[config.mk]
export PLATFORM = sky130hd
export DESIGN_NAME = spi_flag_ctrl
export DESIGN_NICKNAME = d
export VERILOG_FILES = /design/src/rtl/spi_flag_pkg.sv /design/src/rtl/spi_flag_regs.sv /design/src/rtl/spi_flag_shifter.sv /design/src/rtl/spi_flag_ctrl.sv
export SDC_FILE = /design/constraint.sdc
export NUM_CORES = 1
export LEC_CHECK = 0
export BUFFER_PORTS_ARGS = -buffer_cell sky130_fd_sc_hd__buf_2
export CAP_MARGIN = 10
export CORE_ASPECT_RATIO = 0.6
export CORE_MARGIN = 2
export CORE_UTILIZATION = 35
export DETAILED_ROUTE_END_ITERATION = 8
export SLEW_MARGIN = 5
export SYNTH_ARGS = -nofsm -noshare
export SYNTH_HDL_FRONTEND = slang
export SYNTH_SLANG_ARGS = --single-unit
[constraint.sdc]
create_clock -name clk -period 5.29 [get_ports clk]
set_clock_uncertainty 0.15 [all_clocks]
set_input_delay 0.529 -clock clk [delete_from_list [all_inputs] [get_ports clk]]
set_output_delay 0.529 -clock clk [all_outputs]
set_load 0.02 [all_outputs]
[src/rtl/spi_flag_pkg.sv]
package spi_flag_pkg;
    localparam int DW   = 16;
    localparam int LENW = 4;
    localparam int AW   = 3;

    localparam logic [AW-1:0] A_CTRL = 3'd0;
    localparam logic [AW-1:0] A_IEN  = 3'd1;
    localparam logic [AW-1:0] A_TXD  = 3'd2;
    localparam logic [AW-1:0] A_RXD  = 3'd3;
    localparam logic [AW-1:0] A_FLAG = 3'd4;

    localparam int F_TBE  = 0;
    localparam int F_RBF  = 1;
    localparam int F_TEND = 2;
    localparam int F_OE   = 3;
    localparam int F_BUSY = 7;

    typedef struct packed {
        logic oe;
        logic tend;
        logic rbf;
        logic tbe;
    } flags_t;

    typedef struct packed {
        logic            master;
        logic [LENW-1:0] len_m1;
    } ctrl_t;

    typedef struct packed {
        logic          load;
        logic          done;
        logic [DW-1:0] rx_word;
    } xfer_evt_t;

    function automatic logic [DW-1:0] len_mask(input logic [LENW-1:0] m1);
        len_mask = {DW{1'b1}} >> (LENW'(DW - 1) - m1);
    endfunction

    function automatic logic [DW-1:0] flag_word(input flags_t f, input logic busy);
        logic [DW-1:0] w;
        w         = '0;
        w[F_BUSY] = busy;
        w[F_OE]   = f.oe;
        w[F_TEND] = f.tend;
        w[F_RBF]  = f.rbf;
        w[F_TBE]  = f.tbe;
        flag_word = w;
    endfunction
endpackage

[src/rtl/spi_flag_regs.sv]
module spi_flag_regs
    import spi_flag_pkg::*;
(
    input  logic          clk,
    input  logic          rst,
    input  logic [AW-1:0] addr,
    input  logic          wr_en,
    input  logic          rd_en,
    input  logic [DW-1:0] wdata,
    output logic [DW-1:0] rdata,
    input  xfer_evt_t     evt,
    input  logic          busy,
    output ctrl_t         cfg,
    output logic [DW-1:0] tx_buf,
    output logic          tx_pending,
    output logic          irq
);
    flags_t        flags;
    logic [3:0]    ien;
    logic [DW-1:0] rx_buf;
    logic          tx_wr, rx_rd, flag_wr;

    assign tx_wr      = wr_en && (addr == A_TXD) && flags.tbe;
    assign rx_rd      = rd_en && (addr == A_RXD);
    assign flag_wr    = wr_en && (addr == A_FLAG);
    assign tx_pending = !flags.tbe;
    assign irq        = |(flags & ien);

    always_ff @(posedge clk) begin
        if (rst) begin
            cfg    <= '0;
            ien    <= '0;
            tx_buf <= '0;
            rx_buf <= '0;
            flags  <= '{oe: 1'b0, tend: 1'b0, rbf: 1'b0, tbe: 1'b1};
        end else begin
            if (wr_en && addr == A_CTRL) cfg <= wdata[LENW:0];
            if (wr_en && addr == A_IEN)  ien <= wdata[3:0];
            if (tx_wr)    tx_buf <= wdata;
            if (evt.done) rx_buf <= evt.rx_word;

            if (evt.load)      flags.tbe <= 1'b1;
            else if (tx_wr)    flags.tbe <= 1'b0;

            if (evt.done)      flags.rbf <= 1'b1;
            else if (rx_rd)    flags.rbf <= 1'b0;

            if (evt.done && flags.rbf)          flags.oe <= 1'b1;
            else if (flag_wr && wdata[F_OE])    flags.oe <= 1'b0;

            if (evt.done && flags.tbe)          flags.tend <= 1'b1;
            else if (flag_wr && wdata[F_TEND])  flags.tend <= 1'b0;
        end
    end

    always_comb begin
        unique case (addr)
            A_CTRL:  rdata = DW'(cfg);
            A_IEN:   rdata = DW'(ien);
            A_TXD:   rdata = tx_buf;
            A_RXD:   rdata = rx_buf;
            A_FLAG:  rdata = flag_word(flags, busy);
            default: rdata = '0;
        endcase
    end


    rbf_set_chk: assert property (@(posedge clk) disable iff (rst)
        evt.done |=> flags.rbf);

    oe_set_chk: assert property (@(posedge clk) disable iff (rst)
        (evt.done && flags.rbf) |=> flags.oe);

    load_needs_data_chk: assert property (@(posedge clk) disable iff (rst)
        evt.load |-> !flags.tbe);

    tbe_after_load_chk: assert property (@(posedge clk) disable iff (rst)
        evt.load |=> flags.tbe);

    tend_hold_chk: assert property (@(posedge clk) disable iff (rst)
        (flags.tend && !(flag_wr && wdata[F_TEND])) |=> flags.tend);
endmodule

[src/rtl/spi_flag_shifter.sv]
module spi_flag_shifter
    import spi_flag_pkg::*;
#(
    parameter int HALF_DIV = 2
) (
    input  logic          clk,
    input  logic          rst,
    input  ctrl_t         cfg,
    input  logic [DW-1:0] tx_buf,
    input  logic          tx_pending,
    input  logic          sclk_i,
    input  logic          ss_n_i,
    input  logic          sdi_i,
    output logic          sclk_o,
    output logic          sdo_o,
    output logic          busy,
    output xfer_evt_t     evt
);
    localparam int CW = (HALF_DIV > 1) ? $clog2(HALF_DIV) : 1;

    typedef enum logic {M_IDLE, M_SHIFT} mstate_t;

    mstate_t         st;
    logic [CW-1:0]   div;
    logic            sclk_r, sample;
    logic [DW-1:0]   shreg;
    logic [LENW-1:0] bitcnt;
    logic [2:0]      sck_q, ss_q;
    logic tick, m_rise, m_fall, s_rise, s_fall, ss_low, ss_fell;
    logic rise, fall, done, m_start, reload;

    always_comb begin
        tick    = (div == CW'(HALF_DIV - 1));
        m_rise  = cfg.master && (st == M_SHIFT) && tick && !sclk_r;
        m_fall  = cfg.master && (st == M_SHIFT) && tick && sclk_r;
        ss_low  = !ss_q[1];
        ss_fell = !ss_q[1] && ss_q[2];
        s_rise  = sck_q[1] && !sck_q[2];
        s_fall  = !sck_q[1] && sck_q[2];
        rise    = cfg.master ? m_rise : (ss_low && s_rise);
        fall    = cfg.master ? m_fall : (ss_low && s_fall);
        done    = fall && (bitcnt == '0);
        m_start = cfg.master && (st == M_IDLE) && tx_pending;
        reload  = m_start || done || (!cfg.master && ss_fell);
        busy    = cfg.master ? (st == M_SHIFT) : ss_low;
    end

    always_ff @(posedge clk) begin
        if (rst) begin
            st     <= M_IDLE;
            div    <= '0;
            sclk_r <= 1'b0;
            sample <= 1'b0;
            shreg  <= '0;
            bitcnt <= '0;
            sck_q  <= 3'b000;
            ss_q   <= 3'b111;
        end else begin
            sck_q <= {sck_q[1:0], sclk_i};
            ss_q  <= {ss_q[1:0], ss_n_i};

            if (cfg.master && st == M_SHIFT) div <= tick ? '0 : div + 1'b1;
            else                             div <= '0;

            if (m_rise)                    sclk_r <= 1'b1;
            else if (m_fall || !cfg.master) sclk_r <= 1'b0;

            if (rise) sample <= sdi_i;

            if (reload) begin
                shreg  <= tx_pending ? tx_buf : '0;
                bitcnt <= cfg.len_m1;
            end else if (fall) begin
                shreg  <= {shreg[DW-2:0], sample};
                bitcnt <= bitcnt - 1'b1;
            end else if (!cfg.master && !ss_low) begin
                bitcnt <= cfg.len_m1;
            end

            if (!cfg.master)                 st <= M_IDLE;
            else if (m_start)                st <= M_SHIFT;
            else if (done && !tx_pending)    st <= M_IDLE;
        end
    end

    assign sclk_o      = sclk_r;
    assign sdo_o       = busy ? shreg[cfg.len_m1] : 1'b0;
    assign evt.load    = reload && tx_pending;
    assign evt.done    = done;
    assign evt.rx_word = {shreg[DW-2:0], sample} & len_mask(cfg.len_m1);


    idle_lines_chk: assert property (@(posedge clk) disable iff (rst)
        (cfg.master && !busy) |-> (!sclk_o && !sdo_o));

    clk_only_busy_chk: assert property (@(posedge clk) disable iff (rst)
        $rose(sclk_o) |-> busy);

    slave_no_clk_chk: assert property (@(posedge clk) disable iff (rst)
        !cfg.master |=> !sclk_o);
endmodule

[src/rtl/spi_flag_ctrl.sv]
module spi_flag_ctrl
    import spi_flag_pkg::*;
#(
    parameter int HALF_DIV = 2
) (
    input  logic          clk,
    input  logic          rst,
    input  logic [AW-1:0] bus_addr,
    input  logic          bus_wr,
    input  logic          bus_rd,
    input  logic [DW-1:0] bus_wdata,
    output logic [DW-1:0] bus_rdata,
    output logic          sclk_o,
    output logic          sdo_o,
    input  logic          sdi_i,
    input  logic          sclk_i,
    input  logic          ss_n_i,
    output logic          irq_o
);
    ctrl_t         cfg;
    xfer_evt_t     evt;
    logic [DW-1:0] tx_buf;
    logic          tx_pending, busy;

    spi_flag_regs u_regs (
        .clk(clk), .rst(rst), .addr(bus_addr), .wr_en(bus_wr), .rd_en(bus_rd),
        .wdata(bus_wdata), .rdata(bus_rdata), .evt(evt), .busy(busy),
        .cfg(cfg), .tx_buf(tx_buf), .tx_pending(tx_pending), .irq(irq_o)
    );

    spi_flag_shifter #(.HALF_DIV(HALF_DIV)) u_shift (
        .clk(clk), .rst(rst), .cfg(cfg), .tx_buf(tx_buf), .tx_pending(tx_pending),
        .sclk_i(sclk_i), .ss_n_i(ss_n_i), .sdi_i(sdi_i),
        .sclk_o(sclk_o), .sdo_o(sdo_o), .busy(busy), .evt(evt)
    );
endmodule

==> reports/qor.txt <==
drt initial violations: 360
maximum VDD drop: 0.1665 mV
met3 routed WL: 690 µm
die area: 11700 µm²
Nets: 470
status: completed
Int Power: 1019 µW
#FFs+latches synth: 75
Worst R2R Setup Slack: 2.23 ns
multi-input logic area: 2101 µm²
chip width: 138.3 µm
uppermost layer routed: met4
Avg Vias per Cell: 5.637
grt ovf: 0
post-synthesis sequential area ratio: 39.64%
Data required, critical path: 5.30 ns
Critical Path End Type: flop
Area growth syn-to-layout: 15.30%
Final GP Congestion: 0.8745
# setup viols final: 0
Max-slew headroom: 33.22%
PD cells: 302.5 nW/µm²
largest net degree at the start of global routing: 76
Met1 Routed Length: 5435 µm
total number of vias: 3303
Core Area: 10560 µm²
Sw Ratio: 22.86%
clk sinks: 75
routed len/inst: 17.42 µm
CTS clock-pin slew for the worst setup and hold paths: 0.06 ns
Tightest Pin Transition: 0.9882 ns
Routed WL: 10210 µm
routed wl met2: 3973 µm
HP Class: input port to flop
Setup crit start kind: flop
CTS tree: yes
Reg area: 1501 µm²
I/O Buffers: 44
first drt pass iteration count: 5
CTS root buf: clkbuf_16
Clock power frac: 48.1%
RSZ-0062 raised after global routing: false
share of cells above drive strength 1: 19.24%
Fin. Hold Viols: 0
Slew Limit Fails: 0
vias in the first global route: 2975
fin crit share: 57.83%
Mapped Nets: 448
Max H-tree Level: 3
# diodes: 0
WS Path Type: flop to flop
site row count: 29
worst skew pair latency: 0.34 ns
die height: 84.58 µm
Fin Setup TNS: 0 ns
initial antenna violation count: 0
Mapped Avg Cell Area: 9.018 µm²
asr flop ratio synth: 0%
antenna-violating nets left: 0
global-route wire length before repair: 16580 µm
GRT Total Usage: 18.03%
Synth top area share: 39.64%
commonest non-fill, non-tap cells in the layout: dfxtp_1 (75), nor2_1 (49), mux2i_1 (46), buf_2 (44), nand2_1 (28)
Cell variety after synth: 56
worst-path fanout max: 19
Initial Util: 35.87%
Placed Instance Area: 4053 µm²
fin crit period: 3.059 ns
Logic pwr share: 6.9%
Sw Pwr: 301.9 µW
leading area contributor after synthesis: dfxtp_1
top cells by area, synth: dfxtp_1 (40%), mux2i_1 (12%), nor2_1 (4.9%), nand2b_1 (3.3%), mux4_2 (3.0%)
EDFF count, synth: 0
Max Clock Freq: 0.3269 GHz
prevailing post-synth register cell: dfxtp_1
commonest non-fill, non-tap cell in the layout: dfxtp_1
DRC errors left: 0
clock buffer depth: 2
setup bufs post-CTS: 0
cts repair resizes: 0
fill count: 1065
LEAKAGE: 0.001566 µW
Mapped Area: 3787 µm²
Hold-fix buffers, CTS: 0
Flop pwr share: 45.0%
worst endpoint data arrival time: 3.07 ns
HPWL after DPL: 6760 µm
Mapped Cells: 420
synthesis warning total: 0
post-layout instance area: 4367 µm²
I/O Pins: 45
max-cap viol count: 0
TritonCTS Buffers: 9
[through the flow]
stage,cells,worst slack [ns],power [µW],hold slack (ns),util [%]
2_1_floorplan,420,2.756,666.4,0.2395,-
3_3_place_gp,570,2.507,695.2,0.2440,38.38
3_5_place_dp,570,2.336,697.4,0.2437,38.38
4_1_cts,586,2.224,1333,0.2106,41.36
5_1_grt,586,2.022,1369,0.2327,41.36
6_report,586,2.231,1321,0.2206,41.36
[path summary, 6_finish.rpt]
check	to	cells past startpoint	start
setup / recovery	u_shift.shreg[0]$_SDFFE_PP0P_	6	u_shift.bitcnt[0]$_SDFFE_PP0P_
hold / removal	u_shift.ss_q[0]$_SDFF_PP1_	2	ss_n_i
setup reg to reg	u_shift.shreg[0]$_SDFFE_PP0P_	6	u_shift.bitcnt[0]$_SDFFE_PP0P_
hold reg to reg	u_shift.ss_q[1]$_SDFF_PP1_	1	u_shift.ss_q[0]$_SDFF_PP1_
[registers in the layout (all words and copies together) (netlist names)]
register and cells:
u_regs.cfg 5, u_regs.flags 4, u_regs.ien 4, u_regs.rx_buf 16, u_regs.tx_buf 16, u_shift.bitcnt 4
u_shift.div 1, u_shift.sample 1, u_shift.sck_q 3, u_shift.sclk_o 1, u_shift.shreg 16, u_shift.ss_q 3
u_shift.st 1
[cell usage after synthesis, types with 5 or more instances]
cell and number:
buf_2 11, nor2b_1 5, nand2b_1 20, a22oi_1 5, mux2i_1 46, a2111oi_0 6, mux4_2 5, nor3_1 19
o311ai_0 6, clkbuf_1 22, dfxtp_1 75, nor2_1 49, nor4_1 17, o22ai_1 5, a21oi_1 22, nand2_1 28
nand3_1 10, inv_1 5, a2111oi_1 6
[power groups by stage]
| stage | Clock [µW] | Combinational [µW] | Sequential, µW |
|---|---|---|---|
| 4_1_cts | 647 | 91.6 | 594 |
| 3_5_place_dp | 0 | 91.3 | 606 |
| 2_1_floorplan | 0 | 67.3 | 599 |
| 6_report | 635 | 91.6 | 594 |
| 3_3_place_gp | 0 | 89.2 | 606 |
| 5_1_grt | 673 | 100 | 596 |
[logic make-up (layout without fill, tap and decap cells)]
logic type	Yosys count	after routing	synth area share, %
buf+inv	43	70	5.021
fa+ha+maj	2	2	0.6606
xor+xnor	1	1	0.2313
flops	75	75	39.64
mux	52	52	15.43
compound gates	78	78	16.02
simple gates	169	169	22.99
[routing by layer]
layer	global-route usage, %	up-vias
met4	4.731	0
met2	22.95	116
met1	28.80	1586
li1	-	1592
met5	0	-
met3	5.020	9
[worst max-delay path: stages, from the launching register on]
cell and delay, ns:
dfxtp_1 0.33, inv_1 0.11, ha_1 0.15, nor3b_1 0.69, o21ai_2 0.47, nand2b_1 0.72, a2111oi_0 0.24
[final cells by class]
cell class / count / share of cell area [%]
Clock buffer: 12 / 6.103
Clock inverter: 4 / 1.089
Inverter: 5 / 0.4298
Multi-Input combinational cell: 302 / 48.11
Sequential cell: 75 / 34.38
Tap cell: 139 / 3.983
Timing Repair Buffer: 49 / 5.903
Note: power is estimated with default switching activity, not from simulation.
